==> src/rtl/arb_pkg.sv <==
package arb_pkg;
  typedef enum logic {
    ARB_AGE  = 1'b0,
    ARB_TIER = 1'b1
  } arb_mode_e;

  localparam int unsigned TMO_RESET = 1;
endpackage

==> src/rtl/arb_lru_order.sv <==
module arb_lru_order #(
  parameter int unsigned N_REQ = 4,
  localparam int unsigned RW = (N_REQ > 1) ? $clog2(N_REQ) : 1
) (
  input  logic                        clk,
  input  logic                        rst_n,
  input  logic                        upd_en_i,
  input  logic [RW-1:0]               upd_idx_i,
  output logic [N_REQ-1:0][RW-1:0]    rank_o
);
  localparam logic [RW-1:0] NEWEST = RW'(N_REQ - 1);

  logic [N_REQ-1:0][RW-1:0] rank_q;
  logic [RW-1:0]            fin_rank;

  assign fin_rank = rank_q[upd_idx_i];
  assign rank_o   = rank_q;

  always_ff @(posedge clk) begin
    if (!rst_n) begin
      for (int i = 0; i < N_REQ; i++) rank_q[i] <= RW'(i);
    end else if (upd_en_i) begin
      for (int i = 0; i < N_REQ; i++) begin
        if (RW'(i) == upd_idx_i)        rank_q[i] <= NEWEST;
        else if (rank_q[i] > fin_rank)  rank_q[i] <= rank_q[i] - RW'(1);
      end
    end
  end

  // the master that just finished holds the newest slot
  a_r7_finisher_newest: assert property (@(posedge clk) disable iff (!rst_n)
    upd_en_i |=> rank_q[$past(upd_idx_i)] == NEWEST);
endmodule

==> src/rtl/arb_wait_ctr.sv <==
module arb_wait_ctr #(
  parameter int unsigned TMO_W = 8
) (
  input  logic             clk,
  input  logic             rst_n,
  input  logic             req_i,
  input  logic             gnt_i,
  input  logic             fin_i,
  input  logic [TMO_W-1:0] tmo_i,
  output logic             hi_o
);
  logic [TMO_W-1:0] cnt_q;
  logic             hi_q;
  logic             waiting;

  function automatic logic [TMO_W:0] cnt_next(input logic [TMO_W-1:0] c);
    return {1'b0, c} + {{TMO_W{1'b0}}, 1'b1};
  endfunction

  assign waiting = req_i && !gnt_i && !hi_q;
  assign hi_o    = hi_q;

  always_ff @(posedge clk) begin
    if (!rst_n) begin
      cnt_q <= '0;
      hi_q  <= 1'b0;
    end else if (fin_i || !req_i) begin
      cnt_q <= '0;
      hi_q  <= 1'b0;
    end else if (waiting) begin
      if (cnt_q != '1) cnt_q <= cnt_next(cnt_q)[TMO_W-1:0];
      if (cnt_next(cnt_q) >= {1'b0, tmo_i}) hi_q <= 1'b1;
    end
  end

  // completion empties the wait count and drops the urgent flag
  a_r7_clear_on_fin: assert property (@(posedge clk) disable iff (!rst_n)
    fin_i |=> (cnt_q == '0) && !hi_q);
  // promotion happens only once the count has reached the limit
  a_r4_promote_at_limit: assert property (@(posedge clk) disable iff (!rst_n)
    $rose(hi_q) |-> (cnt_q >= tmo_i) || (cnt_q == '1));
  // a withdrawn request leaves no urgent state behind
  a_r11_withdraw: assert property (@(posedge clk) disable iff (!rst_n)
    !req_i |=> !hi_q);
endmodule

==> src/rtl/arb_pick.sv <==
module arb_pick #(
  parameter int unsigned N_REQ = 4,
  localparam int unsigned RW = (N_REQ > 1) ? $clog2(N_REQ) : 1
) (
  input  logic [N_REQ-1:0]          pend_i,
  input  logic [N_REQ-1:0]          hi_i,
  input  logic                      tier_i,
  input  logic [N_REQ-1:0][RW-1:0]  rank_i,
  output logic [N_REQ-1:0]          win_o
);
  logic [N_REQ-1:0] urgent;
  logic [N_REQ-1:0] cand;

  function automatic logic [N_REQ-1:0] oldest(
    input logic [N_REQ-1:0]         c,
    input logic [N_REQ-1:0][RW-1:0] r);
    logic [N_REQ-1:0] oh;
    logic [RW-1:0]    best;
    logic             found;
    oh = '0; best = '0; found = 1'b0;
    for (int i = 0; i < N_REQ; i++) begin
      if (c[i] && (!found || r[i] < best)) begin
        oh    = '0;
        oh[i] = 1'b1;
        best  = r[i];
        found = 1'b1;
      end
    end
    return oh;
  endfunction

  assign urgent = pend_i & hi_i;
  assign cand   = (tier_i && (urgent != '0)) ? urgent : pend_i;
  assign win_o  = oldest(cand, rank_i);
endmodule

==> src/rtl/mem_lru_arb.sv <==
module mem_lru_arb
  import arb_pkg::*;
#(
  parameter int unsigned N_REQ    = 4,
  parameter int unsigned TMO_W    = 8,
  parameter int unsigned HOST_IDX = 0,
  localparam int unsigned RW     = (N_REQ > 1) ? $clog2(N_REQ) : 1,
  localparam int unsigned CFG_AW = $clog2(N_REQ + 1)
) (
  input  logic              clk,
  input  logic              rst_n,
  input  logic [N_REQ-1:0]  req_i,
  input  logic [N_REQ-1:0]  done_i,
  input  logic              cfg_we_i,
  input  logic [CFG_AW-1:0] cfg_addr_i,
  input  logic [TMO_W-1:0]  cfg_wdata_i,
  output logic [N_REQ-1:0]  gnt_o
);
  arb_mode_e                   mode_q;
  logic [N_REQ-1:0][TMO_W-1:0] tmo_q;
  logic [N_REQ-1:0]            gnt_q;
  logic                        busy_q;
  logic [N_REQ-1:0]            hi;
  logic [N_REQ-1:0]            win;
  logic [N_REQ-1:0]            fin_vec;
  logic [N_REQ-1:0][RW-1:0]    rank;
  logic                        fin;
  logic                        start;
  logic [RW-1:0]               gnt_idx;

  function automatic logic [RW-1:0] oh_to_idx(input logic [N_REQ-1:0] oh);
    logic [RW-1:0] idx;
    idx = '0;
    for (int i = 0; i < N_REQ; i++) if (oh[i]) idx = RW'(i);
    return idx;
  endfunction

  assign fin_vec = done_i & gnt_q & {N_REQ{busy_q}};
  assign fin     = |fin_vec;
  assign start   = !busy_q && (req_i != '0);
  assign gnt_idx = oh_to_idx(gnt_q);
  assign gnt_o   = gnt_q;

  // configuration registers
  always_ff @(posedge clk) begin
    if (!rst_n) begin
      mode_q <= ARB_AGE;
    end else if (cfg_we_i && cfg_addr_i == '0) begin
      mode_q <= arb_mode_e'(cfg_wdata_i[0]);
    end
  end

  for (genvar g = 0; g < N_REQ; g++) begin : g_tmo
    if (g == HOST_IDX) begin : g_host
      assign tmo_q[g] = TMO_W'(TMO_RESET);
    end else begin : g_peer
      always_ff @(posedge clk) begin
        if (!rst_n) tmo_q[g] <= TMO_W'(TMO_RESET);
        else if (cfg_we_i && cfg_addr_i == CFG_AW'(g + 1)) tmo_q[g] <= cfg_wdata_i;
      end
    end
  end

  // per-master wait counters; the host has none
  for (genvar g = 0; g < N_REQ; g++) begin : g_wait
    if (g == HOST_IDX) begin : g_host
      assign hi[g] = 1'b0;
    end else begin : g_peer
      arb_wait_ctr #(.TMO_W(TMO_W)) u_ctr (
        .clk   (clk),
        .rst_n (rst_n),
        .req_i (req_i[g]),
        .gnt_i (gnt_q[g]),
        .fin_i (fin_vec[g]),
        .tmo_i (tmo_q[g]),
        .hi_o  (hi[g])
      );
    end
  end

  arb_lru_order #(.N_REQ(N_REQ)) u_order (
    .clk       (clk),
    .rst_n     (rst_n),
    .upd_en_i  (fin),
    .upd_idx_i (gnt_idx),
    .rank_o    (rank)
  );

  arb_pick #(.N_REQ(N_REQ)) u_pick (
    .pend_i (req_i),
    .hi_i   (hi),
    .tier_i (mode_q == ARB_TIER),
    .rank_i (rank),
    .win_o  (win)
  );

  // grant register: issued from idle, held until the owner completes
  always_ff @(posedge clk) begin
    if (!rst_n) begin
      gnt_q  <= '0;
      busy_q <= 1'b0;
    end else if (fin) begin
      gnt_q  <= '0;
      busy_q <= 1'b0;
    end else if (start) begin
      gnt_q  <= win;
      busy_q <= 1'b1;
    end
  end

  // never more than one grant
  a_r1_onehot: assert property (@(posedge clk) disable iff (!rst_n)
    $onehot0(gnt_q));
  // an idle cycle with requests yields a grant to one of them
  a_r1_grant_to_req: assert property (@(posedge clk) disable iff (!rst_n)
    start |=> $onehot(gnt_q) && ((gnt_q & $past(req_i)) != '0));
  // grant frozen until its owner finishes
  a_r5_hold: assert property (@(posedge clk) disable iff (!rst_n)
    (busy_q && !fin) |=> $stable(gnt_q));
  // completion always yields an idle cycle
  a_r5_idle_after_fin: assert property (@(posedge clk) disable iff (!rst_n)
    fin |=> gnt_q == '0);
  // in tiered mode an urgent requester always wins
  a_r3_urgent_first: assert property (@(posedge clk) disable iff (!rst_n)
    (start && mode_q == ARB_TIER && ((req_i & hi) != '0)) |=> (gnt_q & $past(hi)) != '0);
endmodule

==> config.mk <==
export PLATFORM = sky130hd
export DESIGN_NAME = mem_lru_arb
export DESIGN_NICKNAME = d
export VERILOG_FILES = /design/src/rtl/arb_pkg.sv /design/src/rtl/arb_lru_order.sv /design/src/rtl/arb_wait_ctr.sv /design/src/rtl/arb_pick.sv /design/src/rtl/mem_lru_arb.sv
export SDC_FILE = /design/constraint.sdc
export NUM_CORES = 1
export LEC_CHECK = 0
export BUFFER_PORTS_ARGS = -buffer_cell sky130_fd_sc_hd__buf_2
export CAP_MARGIN = 20
export CORE_MARGIN = 8
export CORE_UTILIZATION = 39
export DETAILED_ROUTE_END_ITERATION = 8
export GPL_ROUTABILITY_DRIVEN = 0
export SKIP_CTS_REPAIR_TIMING = 1
export SYNTH_ARGS = -nofsm -noshare
export SYNTH_HDL_FRONTEND = slang
export SYNTH_SLANG_ARGS = --single-unit
==> constraint.sdc <==
create_clock -name clk -period 11.3 [get_ports clk]
set_input_delay 3.39 -clock clk [delete_from_list [all_inputs] [get_ports clk]]
set_output_delay 3.39 -clock clk [all_outputs]
set_load 0.01 [all_outputs]
### Yosys cells after proc, flatten, opt, wreduce, memory -nomap -nowiden

Index checks and enable logic that the tools add are counted.

| word-level totals | value |
|---|---|
| register bits after elaboration | 65 |
| input port bits | 22 |
| output and inout port bits | 4 |
| word-level logic and storage cells | 128 |

| cells by class | value |
|---|---|
| add/subtract/negate cells | 7 |
| $lt $le $gt $ge | 11 |
| equality and inequality tests | 9 |
| muxes and demuxes | 24 |
| bitwise operators | 4 |
| reduce and logical (&&, ||, !) cells | 57 |

Operators by type and width:

| operator | count |
|---|---|
| 2-bit 2-to-1 mux | 14 |
| 8-bit by 1-bit adder with 9-bit output (second input constant) | 3 |
| 9-bit by 8-bit >= comparator with 1-bit output | 3 |
| 8-bit inequality test (second input constant) | 3 |
| 2-bit AND reduction | 10 |
| 4-bit 2-to-1 mux | 4 |
| 1-bit logical AND | 15 |
| 1-bit logical NOT | 13 |
| 4-bit bitwise AND | 3 |
| 2-bit greater-than comparator | 4 |
| 2-bit nonzero test | 4 |
| 4-bit nonzero test | 2 |
| 2-bit by 1-bit subtractor with 2-bit output (second input constant) | 4 |
| 3-bit by 2-bit equality test with 1-bit output (second input constant) | 2 |
| 1-bit logical OR | 6 |
| 2-bit less-than comparator | 3 |
| 2-bit OR reduction | 3 |
| 1-bit 2-to-1 mux | 5 |
| 5-bit OR reduction | 1 |
| 2-bit binary-select mux with 2-bit select | 1 |
| 2-bit equality test (first input constant) | 2 |
| 4-bit OR reduction | 1 |
| 3-bit equality test (second input constant) | 1 |
| 3-bit logical NOT | 1 |
| 4 further kinds | 4 |

### Depth between registers and ports, before layout

| depth | value |
|---|---|
| depth after elaboration | 17 |
| gate-level depth with buffers | 20 |
| gate-level depth less buffers | 19 |

### Hierarchy

A second synthesis with hierarchy kept.

| unflattened totals | value |
|---|---|
| cell total of the unflattened synthesis | 510 |
| area, all modules | 4436.8 µm² |

Modules (own cells, without submodules):

| module | instances | cells each | area each (µm²) | seq. area each (µm²) |
|---|---|---|---|---|
| arb_wait_ctr | 3 | 82 | 716.9 | 180.2 |
| mem_lru_arb | 1 | 138 | 1247.4 | 600.6 |
| arb_lru_order | 1 | 73 | 676.9 | 160.2 |
| arb_pick | 1 | 53 | 361.6 | 0.0 |

### Least setup slack after synthesis

No wires, ideal clock.

| timing path | value |
|---|---|
| path kind | input to register |
| start | in req_i[2] |
| end | reg gnt_q[1], in the netlist gnt_o[1] |
| setup time | 96 ps |
| arrival | 6686 ps |
| data required time | 11204 ps |
| setup slack | 4519 ps |
| stages | 18 |
| buffers on the path | 1 |
| path through | buf_2 -> a222oi_1 -> o21a_2 -> nand2_1 -> ha_1 -> a21boi_0 -> o21ai_0 -> nand2b_1 -> a31oi_1 -> ha_1 -> or2_2 -> a21boi_0 -> a31oi_1 -> mux2_2 -> ha_1 -> o21a_1 -> a21oi_2 -> o41ai_2 |

| between the ends | value |
|---|---|
| longest elaborated chain between the ends | 17 |
| elaborated cells between the ends (all ways) | 27 |
| classes of those cells | order compare (3); mux (10); bitwise (1); reduce/logical (13) |

Ends and longest elaborated chain:

| element | line | RTL |
|---|---|---|
| from (decl) | mem_lru_arb.sv:12 | `input logic [N_REQ-1:0] req_i,` |
| 4-bit bitwise AND | arb_pick.sv:32 | `assign urgent = pend_i & hi_i;` |
| 4-bit nonzero test | arb_pick.sv:33 | `assign cand = (tier_i && (urgent != '0)) ? urgent : pend_i;` |
| 1-bit logical AND | arb_pick.sv:33 |  |
| 4-bit 2-to-1 mux | arb_pick.sv:33 |  |
| 2-bit 2-to-1 mux or 1-bit 2-to-1 mux (tied branches) | arb_pick.sv:22 | `if (c[i] && (!found \|\| r[i] < best)) begin` |
| 2-bit less-than comparator or 1-bit logical NOT (tied branches) | arb_pick.sv:22 |  |
| 1-bit logical OR | arb_pick.sv:22 |  |
| 1-bit logical AND | arb_pick.sv:22 |  |
| 2-bit 2-to-1 mux or 1-bit 2-to-1 mux (tied branches) | arb_pick.sv:22 |  |
| 2-bit less-than comparator or 1-bit logical NOT (tied branches) | arb_pick.sv:22 |  |
| 1-bit logical OR | arb_pick.sv:22 |  |
| 1-bit logical AND | arb_pick.sv:22 |  |
| 2-bit 2-to-1 mux or 1-bit 2-to-1 mux (tied branches) | arb_pick.sv:22 |  |
| 2-bit less-than comparator or 1-bit logical NOT (tied branches) | arb_pick.sv:22 |  |
| 1-bit logical OR | arb_pick.sv:22 |  |
| 1-bit logical AND | arb_pick.sv:22 |  |
| 4-bit 2-to-1 mux | arb_pick.sv:22 |  |
| to (signal assigned) | mem_lru_arb.sv:106 | `gnt_q <= win;` |
| to (decl) | mem_lru_arb.sv:21 | `logic [N_REQ-1:0] gnt_q;` |

Several ways; a longest one is shown, not always the timed one.
A chain may end at the register's enable or synchronous reset.

### Worst setup path after layout

| timing path | value |
|---|---|
| start | in req_i[3] |
| end | reg gnt_q[0], in the netlist gnt_o[0] |

Same word-level chain as after synthesis.

==> results.yml <==
worst_setup_path:
  rr_worst_depth: 19
  crit_chain: "buf_2 > a222oi_1 > o21a_2 > nand2_1 > ha_1 > a21boi_0 > o21ai_0 > nand2b_1 > nor2_1 > a31oi_1 > ha_1 > or2_2 > a21boi_0 > a31oi_1 > mux2_2 > ha_1 > o21ai_0 > o311ai_0 > a21oi_2 > o31ai_1"
  crit_top_cell: "ha_1"
  cp-end-kind: "register"
  crit_required_ns: 11.53
  cp_slowest_stage_delay_ns: 0.42
  criticalPathCategory: "in2reg"
  rr_startpoint: "g_wait[1].g_peer.u_ctr.hi_o$_SDFFE_PP0P_"
  cp_top_family: "compound AO/OA/AOI/OAI gates"
  r2r_slack_ns: 7.03
  start_kind: "primary input"
  worstPathArrival_ns: 7.29
  worst-path-buf-inv: 1
  slowest_stage: "a222oi_1"
  cp_max_fo: 7
  r2r-end: "gnt_o[0]$_SDFFE_PP0P_"
cts:
  clk-insertion-delay-late_ns: 0.35
  cts_tree: "done"
  clockBufferDepth: 2
  path_clk_slew_ns: 0.08
  htree_num_levels: 3
  clockRootBuffer: "clkbuf_8"
  clock-sinks: 65
  numCtsBuffers: 9
final_layout:
  fillers: 1049
  final_cells: 662
  drive_above_1_share_pct: 9.83
  nets: 584
  antenna_cells: 0
  fin_util_pct: 44.6
  area_growth_pct: 10.9
  stdcell_area_mm2: 0.00438
placement:
  port_buffers: 25
  placed_cell_area_mm2: 0.00419
  hpwl_um: 6880
  dp.cells: 646
timing:
  tightest_slew_ns: 0.984
  min_period_ns: 7.06
  slew_headroom_pct: 34.3
  fmax_mhz: 142
  tns_ns: 0
  finalClockSkew_ns: 0.0132
  rsz0062_at_grt: "false"
  fin_crit_sh_pct: 62.5
  slew_viol_final: 0
  setup_viol: 0
  hold_viol_final: 0
logic_synthesis:
  synth.distinct_cells: 53
  yosys_warnings: 0
  ys_ff_latch: 65
  synth_top_area_share_pct: 32.9
  synth_top_area_cell: "dfxtp_1"
  synth_edf_count: 0
  synthesis.area_mm2: 0.00396
  yosys-top-cells-area: "dfxtp_1 (33%), ha_1 (12%), a21oi_1 (7.0%), nand2_1 (6.5%), nor2_1 (4.1%)"
  syn_nets: 562
  syn_avg_cell_area_um2: 7.88
  synth_cells: 502
  synth_seq_area_share_pct: 32.9
  synth_flop_cell: "dfxtp_1"
  async_reset_ff_share_pct: 0
power_and_ir_drop:
  combPwrFrac_pct: 14.7
  fin_total_pwr_mw: 0.512
  seqPwrFrac_pct: 47.8
  power_density_mw_per_mm2: 117
  irDropWorstVdd_uv: 46.2
  leakage_nw: 1.74
  p_sw_mw: 0.147
  p_clk_share_pct: 37.6
  p_int_mw: 0.364
  p_sw_share_pct: 28.8
die:
  die_w_um: 117
  initial_core_util_pct: 40.3
  coreArea_mm2: 0.00982
  io_pins: 26
  die_area_mm2: 0.0136
  rows: 36
  die_h_um: 117
job:
  drv_cap: 0
detailed_routing:
  drt-initial-drc-count: 188
  dr_total_vias: 3487
  antenna_left: 0
  route.detailed.wl_per_inst_um: 13.7
  drc_errors: 0
  via_per_inst: 5.27
  routed_wl_um: 9080
  firstDrtPassIters: 4
grt:
  grt_use_total_pct: 14.4
  grt_max_degree: 30
  grt_overflow: 0
  antenna_found_initial: 0
  grt_pass1_wl_um: 15800
  grt_pass1_vias: 3303
min_path:
  hold_path_depth: 2
  min-delay-start: "tmo_q[23]$_SDFFE_PN0P_"
  hold_path_class: "reg2reg"
  hold_path_end: "tmo_q[23]$_SDFFE_PN0P_"
outcome:
  outcome: "finished, final reports clean"
==> through the flow <==
step,setup WS [ns],hold slack [ns]
6_report,4.24,0.459
5_1_grt,3.99,0.477
4_1_cts,4.32,0.461
3_5_place_dp,3.99,0.451
3_3_place_gp,4.11,0.445
2_1_floorplan,4.52,0.436
==> worst min-delay path: stages (launching register included) <==
cell and delay [ns]:
dfxtp_1 0.31, nand2_1 0.05, a21oi_1 0.05
==> kinds of logic after synthesis <==
logic type               Yosys count  share of synthesized area [%]
flip-flops                        65                           32.9
AND/OR/NAND/NOR                  196                           23.7
AO/OA/AOI/OAI                    122                           19.2
adder cells (fa/ha/maj)           38                           12.0
multiplexers                       5                           1.30
buffers and inverters             49                           4.97
XOR/XNOR                          27                           5.98
==> placed cells by master (no fill, tap or decap), drive strengths merged, types with 5 or more instances in the layout <==
cell | Yosys | layout
xor2 | 17 | 17
inv | 34 | 34
nand2b | 7 | 7
nor3 | 9 | 9
dfxtp | 65 | 65
or3 | 10 | 10
and3 | 8 | 8
o21ai | 23 | 23
xnor2 | 10 | 10
a21oi | 56 | 56
nand3 | 22 | 22
ha | 38 | 38
nor2 | 43 | 43
nor2b | 11 | 11
nand2 | 69 | 69
o21a | 5 | 5
clkbuf | 11 | 13
buf | 4 | 26
==> cells in the mapped netlist (all sizes together) (4+ instances only) <==
master  instances
nor3            9
o21a            5
inv            34
clkbuf         11
o21ai          23
nor2b          11
xor2           17
o211ai          4
xnor2          10
nand2          69
nand3          22
buf             4
or3            10
a31oi           4
and3            8
ha             38
mux2i           4
a21oi          56
nor2           43
a22oi           4
a211oi          4
nand2b          7
dfxtp          65
==> state kept, by name (all words and copies together), names as in the netlist <==
signal / flops
g_wait.g_peer.u_ctr.cnt_q: 24
busy_q: 1
g_wait.g_peer.u_ctr.hi_o: 3
u_order.rank_o: 8
mode_q: 1
tmo_q: 24
gnt_o: 4
==> power groups by stage <==
stage	Combinational [mW]	Sequential, mW	Clock, mW
final	0.0750	0.245	0.192
after global routing	0.0861	0.246	0.207
after CTS	0.0753	0.245	0.197
after detailed placement	0.0745	0.250	0
after global placement	0.0721	0.250	0
after floorplan	0.0564	0.246	0
==> layout make-up <==
cell class / count / area [µm²] / share of cell area, %
Multi-Input combinational cell: 388 / 2460 / 56.2
Sequential cell: 65 / 1300 / 29.7
Clock buffer: 13 / 169 / 3.85
Tap cell: 133 / 166 / 3.80
Timing Repair Buffer: 26 / 133 / 3.03
Inverter: 34 / 128 / 2.91
Clock inverter: 3 / 23.8 / 0.542
==> how the worst max path moves through the flow <==
stage               startpoint                     to  slack, ns  cells past startpoint
floorplan             req_i[2]  gnt_o[1]$_SDFFE_PP0P_       4.52                     18
global placement      req_i[3]  gnt_o[2]$_SDFFE_PP0P_       4.11                     19
detailed placement    req_i[3]  gnt_o[2]$_SDFFE_PP0P_       3.99                     20
CTS                   req_i[3]  gnt_o[2]$_SDFFE_PP0P_       4.32                     20
global route          req_i[3]  gnt_o[0]$_SDFFE_PP0P_       3.99                     19
finish                req_i[3]  gnt_o[0]$_SDFFE_PP0P_       4.24                     20
==> metal layers <==
layer | global-route usage [%] | vias up | routed length (µm)
met5 | 0 | - | 0
met4 | 4.44 | 0 | 113
met3 | 3.52 | 8 | 423
met2 | 21.9 | 47 | 3890
met1 | 19.4 | 1638 | 4650
li1 | - | 1794 | -
No activity file was read; power rests on OpenSTA's default activity.
